--- config.mk ---
export PLATFORM = sky130hd
export DESIGN_NAME = cirq_top
export DESIGN_NICKNAME = d
export VERILOG_FILES = /design/src/rtl/cirq_pkg.sv /design/src/rtl/cirq_edge_latch.sv /design/src/rtl/cirq_group_or.sv /design/src/rtl/cirq_lowest.sv /design/src/rtl/cirq_top.sv
export SDC_FILE = /design/constraint.sdc
export NUM_CORES = 1
export LEC_CHECK = 0
export BUFFER_PORTS_ARGS = -buffer_cell sky130_fd_sc_hd__buf_4
export CORE_UTILIZATION = 40
export DETAILED_ROUTE_END_ITERATION = 10
export PLACE_DENSITY = 0.6
export SLEW_MARGIN = 20
export SYNTH_ARGS = -nofsm -noshare
export SYNTH_HDL_FRONTEND = slang
export SYNTH_SLANG_ARGS = --single-unit
--- constraint.sdc ---
create_clock -name clk_i -period 2 [get_ports clk_i]
set_input_delay 0.2 -clock clk_i [delete_from_list [all_inputs] [get_ports clk_i]]
set_output_delay 0.2 -clock clk_i [all_outputs]
set_load 0.02 [all_outputs]
--- src/rtl/cirq_pkg.sv ---
package cirq_pkg;
  localparam int unsigned DW = 32;
  localparam int unsigned AW = 3;
  localparam int unsigned NGRP = 3;
  localparam int unsigned IDW = $clog2(2 * DW) + 1;

  // primary edge bits: 16-19, 22-24, 28-30
  localparam logic [DW-1:0] PRI_EDGE  = 32'h71CF_0000;
  localparam logic [DW-1:0] PRI_GROUP = 32'h0000_0070;
  localparam logic [DW-1:0] PRI_LEVEL = ~(PRI_EDGE | PRI_GROUP);
  localparam int unsigned   GRP_BASE  = 4;
  // secondary edge bits: 16, 22, 28
  localparam logic [DW-1:0] SEC_EDGE  = 32'h1041_0000;
  // groups, index 0 -> primary bit 4
  localparam logic [NGRP*DW-1:0] GRP_MASKS = {32'h0000_00FF, 32'h0000_FF00, 32'hFFFF_0000};

  typedef enum logic [AW-1:0] {
    A_PSTAT  = 3'd0,
    A_PMASK  = 3'd1,
    A_PLATCH = 3'd2,
    A_SOFT   = 3'd3,
    A_SSTAT  = 3'd4,
    A_SMASK  = 3'd5
  } reg_addr_e;
endpackage

--- src/rtl/cirq_edge_latch.sv ---
module cirq_edge_latch #(
  parameter int unsigned W = 32,
  parameter logic [W-1:0] EDGE_MASK = '1
) (
  input  logic         clk_i,
  input  logic         rst_ni,
  input  logic [W-1:0] src_i,
  input  logic         clr_en_i,
  input  logic [W-1:0] clr_keep_i,
  output logic [W-1:0] latch_o
);
  logic [W-1:0] prev_q, latch_q, rise;

  assign rise = src_i & ~prev_q & EDGE_MASK;

  always_ff @(posedge clk_i or negedge rst_ni) begin
    if (!rst_ni) begin
      prev_q  <= '0;
      latch_q <= '0;
    end else begin
      prev_q  <= src_i;
      // a new edge overrides a same-cycle clear
      latch_q <= (latch_q & (clr_en_i ? clr_keep_i : {W{1'b1}})) | rise;
    end
  end

  assign latch_o = latch_q;

  a_r4_edge_wins: assert property (@(posedge clk_i) disable iff (!rst_ni)
    (|rise) |=> ((latch_q & $past(rise)) == $past(rise)));

  a_r3_clear_zeroes: assert property (@(posedge clk_i) disable iff (!rst_ni)
    clr_en_i |=> ((latch_q & ~$past(clr_keep_i) & ~$past(rise)) == '0));
endmodule

--- src/rtl/cirq_group_or.sv ---
module cirq_group_or #(
  parameter int unsigned W = 32,
  parameter int unsigned NG = 3,
  parameter logic [NG*W-1:0] MASKS = '0
) (
  input  logic [W-1:0]  stat_i,
  input  logic [W-1:0]  en_i,
  output logic [NG-1:0] grp_o
);
  logic [W-1:0] act;
  assign act = stat_i & en_i;

  for (genvar g = 0; g < NG; g++) begin : g_grp
    assign grp_o[g] = |(act & MASKS[g*W +: W]);
  end
endmodule

--- src/rtl/cirq_lowest.sv ---
module cirq_lowest #(
  parameter int unsigned W = 32,
  localparam int unsigned IW = $clog2(W) + 1
) (
  input  logic [W-1:0]  vec_i,
  output logic [IW-1:0] idx_o
);
  always_comb begin
    idx_o = '0;
    for (int i = W - 1; i >= 0; i--) begin
      if (vec_i[i]) idx_o = IW'(i + 1);
    end
  end
endmodule

--- src/rtl/cirq_top.sv ---
module cirq_top
  import cirq_pkg::*;
(
  input  logic           clk_i,
  input  logic           rst_ni,
  input  logic [DW-1:0]  dev_irq_i,
  input  logic [DW-1:0]  periph_irq_i,
  input  logic           req_valid_i,
  input  logic           req_write_i,
  input  logic [AW-1:0]  req_addr_i,
  input  logic [DW-1:0]  req_wdata_i,
  output logic [DW-1:0]  rdata_o,
  output logic           cpu_irq_o,
  output logic [IDW-1:0] pend_id_o
);
  localparam int unsigned LIW = $clog2(DW) + 1;

  logic [DW-1:0]   pmask_q, smask_q;
  logic [2:0]      soft_q;
  logic [DW-1:0]   pedge_src, platch, slatch;
  logic [DW-1:0]   pstat, sstat, pact, sact;
  logic [NGRP-1:0] grp;
  logic [LIW-1:0]  pidx, sidx;
  logic            wr;

  assign wr = req_valid_i & req_write_i;

  always_ff @(posedge clk_i or negedge rst_ni) begin
    if (!rst_ni) begin
      pmask_q <= '0;
      smask_q <= '0;
      soft_q  <= '0;
    end else if (wr) begin
      case (req_addr_i)
        A_PMASK: pmask_q <= req_wdata_i;
        A_SMASK: smask_q <= req_wdata_i;
        A_SOFT:  soft_q  <= req_wdata_i[2:0];
        default: ;
      endcase
    end
  end

  // edge sources: 22-24 track level inputs 25-27, 28-30 track the soft register
  always_comb begin
    pedge_src        = dev_irq_i;
    pedge_src[24:22] = dev_irq_i[27:25];
    pedge_src[30:28] = soft_q;
  end

  cirq_edge_latch #(.W(DW), .EDGE_MASK(PRI_EDGE)) i_plat (
    .clk_i, .rst_ni, .src_i(pedge_src),
    .clr_en_i(wr && req_addr_i == A_PLATCH), .clr_keep_i(req_wdata_i),
    .latch_o(platch));

  cirq_edge_latch #(.W(DW), .EDGE_MASK(SEC_EDGE)) i_slat (
    .clk_i, .rst_ni, .src_i(periph_irq_i),
    .clr_en_i(wr && req_addr_i == A_SSTAT), .clr_keep_i(req_wdata_i),
    .latch_o(slatch));

  assign sstat = (periph_irq_i & ~SEC_EDGE) | slatch;
  assign sact  = sstat & smask_q;

  cirq_group_or #(.W(DW), .NG(NGRP), .MASKS(GRP_MASKS)) i_grp (
    .stat_i(sstat), .en_i(smask_q), .grp_o(grp));

  always_comb begin
    pstat = (dev_irq_i & PRI_LEVEL) | platch;
    pstat[GRP_BASE +: NGRP] = grp;
  end

  assign pact      = pstat & pmask_q;
  assign cpu_irq_o = |pact;

  cirq_lowest #(.W(DW)) i_plow (.vec_i(pact), .idx_o(pidx));
  cirq_lowest #(.W(DW)) i_slow (.vec_i(sact), .idx_o(sidx));

  always_comb begin
    if (int'(pidx) > GRP_BASE && int'(pidx) <= GRP_BASE + NGRP)
      pend_id_o = IDW'(DW) + IDW'(sidx);
    else
      pend_id_o = IDW'(pidx);
  end

  always_comb begin
    rdata_o = '0;
    if (req_valid_i) begin
      case (req_addr_i)
        A_PSTAT:  rdata_o = pstat;
        A_PMASK:  rdata_o = pmask_q;
        A_PLATCH: rdata_o = platch;
        A_SOFT:   rdata_o = {{(DW-3){1'b0}}, soft_q};
        A_SSTAT:  rdata_o = sstat;
        A_SMASK:  rdata_o = smask_q;
        default:  rdata_o = '0;
      endcase
    end
  end

  a_r9_idle_zero: assert property (@(posedge clk_i) disable iff (!rst_ni)
    (pend_id_o == '0) == !cpu_irq_o);

  a_r8_secondary_id: assert property (@(posedge clk_i) disable iff (!rst_ni)
    (int'(pend_id_o) > DW) |-> (|(pact[GRP_BASE +: NGRP]) && |sact));

  a_r5_group_source: assert property (@(posedge clk_i) disable iff (!rst_ni)
    (|grp) |-> (|sact));

  a_r7_irq_has_id: assert property (@(posedge clk_i) disable iff (!rst_ni)
    cpu_irq_o |-> (pend_id_o != '0));
endmodule

==> results by group <==
STA
  – Rel. slew slack: 61.6%
  – Final worst slack: -0.803 ns
  – Final critical-path share of the clock period: 140%
  – Minimum clock period: around 2.8 ns
  – Unrepaired setup endpoints after global routing: yes
  – Max Fclk: approximately 360 MHz
  – Final hold viol count: 0
  – Clk_skew: 0.00456 ns
  – Final Slew Violations: 0
  – Setup violators final: 28
  – Worst slew pin tran: 0.576 ns
  – Hold slack: 0.00390 ns

Clock tree
  – CTS root buffer: clkbuf_16
  – CTS H-tree lvls: 4
  – Clk buf depth: 2
  – CTS tree: done
  – TritonCTS buffer count: 17
  – Clock Sinks: 144
  – Worst skew pair latency: 0.43 ns
  – CTS clk-pin slew, worst paths: 0.06 ns

Floorplan
  – DIE WIDTH: between 100 and 150 um
  – Starting density of the core: 40.8%
  – Die area: 0.0196 sq mm
  – Die height: 140 um
  – IO Pins: 143
  – Rows: 50
  – Core area: approximately 0.019 sq mm

Yosys
  – Post-synth top area share: 47.2%
  – Post-synthesis average cell area: between 10 and 15 sq um
  – Syn Std Cell Area: 0.00763 sq mm
  – Seq cells post-synth: 144
  – Warnings, synthesis: 0
  – Post-synth top area cell: dfrtp_1
  – Cell with the most instances after synthesis: dfrtp_1
  – Synthesized net count: 837
  – Unique masters post-synth: 59
  – Post-synth ARST share: 100%
  – Syn Inst Count: 734
  – Area contributors post-synth: dfrtp_1, mux2_2, o21a_1
  – Synth Flop Type: dfrtp_1
  – Top cells by count, synth: dfrtp_1, mux2_2, o21ai_0
  – Seq/Total Area, Yosys: 47.2%
  – Number of synthesized flops with an enable pin: 0

Placed design
  – Placer Congestion: 0.926
  – Area after DPL: approximately 0.010 sq mm
  – I/O Buffers: 133
  – Dpl ws: -0.439 ns
  – Post-DP HPWL: 19600 um
  – Placed Cells: 1251

Drt
  – Initial DRC count: 348
  – Avg WL per Cell: 20.5 um
  – Remaining antenna violation count: 0
  – DRC errors left: 0
  – Detail-routed via count per cell: 5.59
  – Detailed Routing Iterations Pass 1: 4
  – Via Count: 7304
  – Routed WL: 26800 um

Run status
  – Violated checks: setup timing
  – Status: finished with violations

Global routing
  – Grt ovf: 0
  – Vias in the first global route: 7842
  – Pin count of the biggest net entering global routing: 56
  – Global-route wire length before repair: 42600 um
  – Initial antenna violation count: 0
  – Gr usage total: 28.5%

Worst setup path
  – Maximum fanout along the worst path: 8
  – Nature of the critical path endpoint: output port
  – WP data arrival: 2.60 ns
  – Critical path type: flop to output port
  – Critical path startpoint category: flop
  – Worst Path Required: 1.80 ns

Finish
  – Ratio of cells with drive above 1 in the final layout: 52.2%
  – Area growth syn-to-layout: 52.7%
  – Antenna diode count: 0
  – Post-Layout Cell Count: 1306
  – Fillers: about 1500
  – Net count, final: 1162
  – Layout Cell Area excl Fill: 0.0116 sq mm
  – Layout Utilization: 62.3%

Power and ir drop
  – Pwr dens: 920 mW/mm^2
  – VDD IR max: 704 uV
  – Leak: 5.33 nW

Flow run
  – Max Cap Viol: 0

Hold path
  – Class of the tightest hold or removal check: primary input to flop
## state kept, by name, indices dropped and copies added, names as in the netlist
register	flops
i_plat.prev_q	10
i_slat.latch_o	32
smask_q	32
pmask_q	32
i_slat.prev_q	3
i_plat.latch_o	32
soft_q	3
## layout by cell type (no fill, tap or decap), types with 4 or more instances in the layout
cell and n:
inv_1 17, and2_1 8, o211ai_1 7, buf_12 5, nand2b_1 10, nor2b_1 4, mux2_2 77, o21ai_1 11
nand2_1 49, clkbuf_16 17, a21oi_1 22, bufinv_16 6, mux4_2 17, or2_4 15, o21ai_0 61, dlygate4sd3_1 11
nand2_2 4, a21oi_2 7, a22oi_2 19, dfrtp_1 144, nor2_1 44, nand4_1 11, o21ai_2 22, buf_6 29
buf_4 297, a31oi_1 6, o21a_1 58, nor2_2 9, inv_6 4, nand3_1 9
## path summary, 6_finish.rpt
check	from	endpoint	slack, ns	cells past startpoint
max	i_slat.latch_o[30]	pend_id_o[4]	-0.80	8
min	req_wdata_i[7]	i_plat.latch_o[7]	0.004	2
min in group asynchronous	rst_ni	i_plat.latch_o[24]	0.29	2
max in group asynchronous	rst_ni	i_slat.latch_o[4]	1.00	3
max reg2reg	smask_q[16]	smask_q[16]	0.99	3
min reg2reg	soft_q[2]	i_plat.prev_q[30]	0.39	0
## cell families after synthesis
kind of cell	count (synthesis)	share of synthesized area, %
AO/OA/AOI/OAI	250	21.3
buffers and inverters	54	2.87
flip-flops	144	47.2
multiplexers	95	16.5
AND/OR/NAND/NOR	191	12.1
## per-stage QoR
| step | total power, W | TNS [ns] |
|---|---|---|
| final | 0.0107 | -10.63 |
| after floorplan | 0.00507 | -0.615 |
| after global placement | 0.00662 | -3.24 |
| after global routing | 0.0112 | -12.65 |
| after CTS | 0.0106 | -10.97 |
| after detailed placement | 0.00669 | -3.72 |
## timing repair
action / 4_1_cts / 5_1_grt
endpoints found under the setup margin: 30 / 33
hold buffers: 11 / 0
buffers inserted: 15 / 6
hold endpoints to repair: 62 / 0
gates cloned: 0 / 0
pin swaps: 45 / 38
resized for setup: 77 / 49
## layer usage
layer / vias to the layer above / share of wire, % / track usage [%]
li1: 3359 / - / -
met1: 3655 / 44 / 37.3
met2: 240 / 49 / 48.5
met3: 50 / 4.6 / 3.83
met4: 0 / 2.0 / 9.95
met5: - / 0 / 0
## where the power goes
| part | leakage [nW] | internal [W] | switching [W] |
|---|---|---|---|
| clock | 0.321 | 0.00236 | 0.00135 |
| combinational | 3.21 | 0.00183 | 0.00164 |
| sequential | 1.80 | 0.00327 | 0.000268 |
## critical path: stages (launching register included)
cell	delay, ns
dfrtp_1	0.40
o21ai_2	0.18
nand4_1	0.18
or3_4	0.42
o31ai_4	0.22
and3_4	0.31
nand3b_1	0.15
a21oi_4	0.18
buf_6	0.13
## layout make-up
class,instances,area (sq um),share of cell area (%)
Inverter,18,67.6,0.580
Multi-Input combinational cell,536,4240,36.4
Timing Repair Buffer,342,2770,23.7
Clock inverter,15,255,2.19
Clock buffer,17,425,3.65
Tap cell,234,293,2.51
Sequential cell,144,3600,30.9
(Power assumes the default switching activity.)
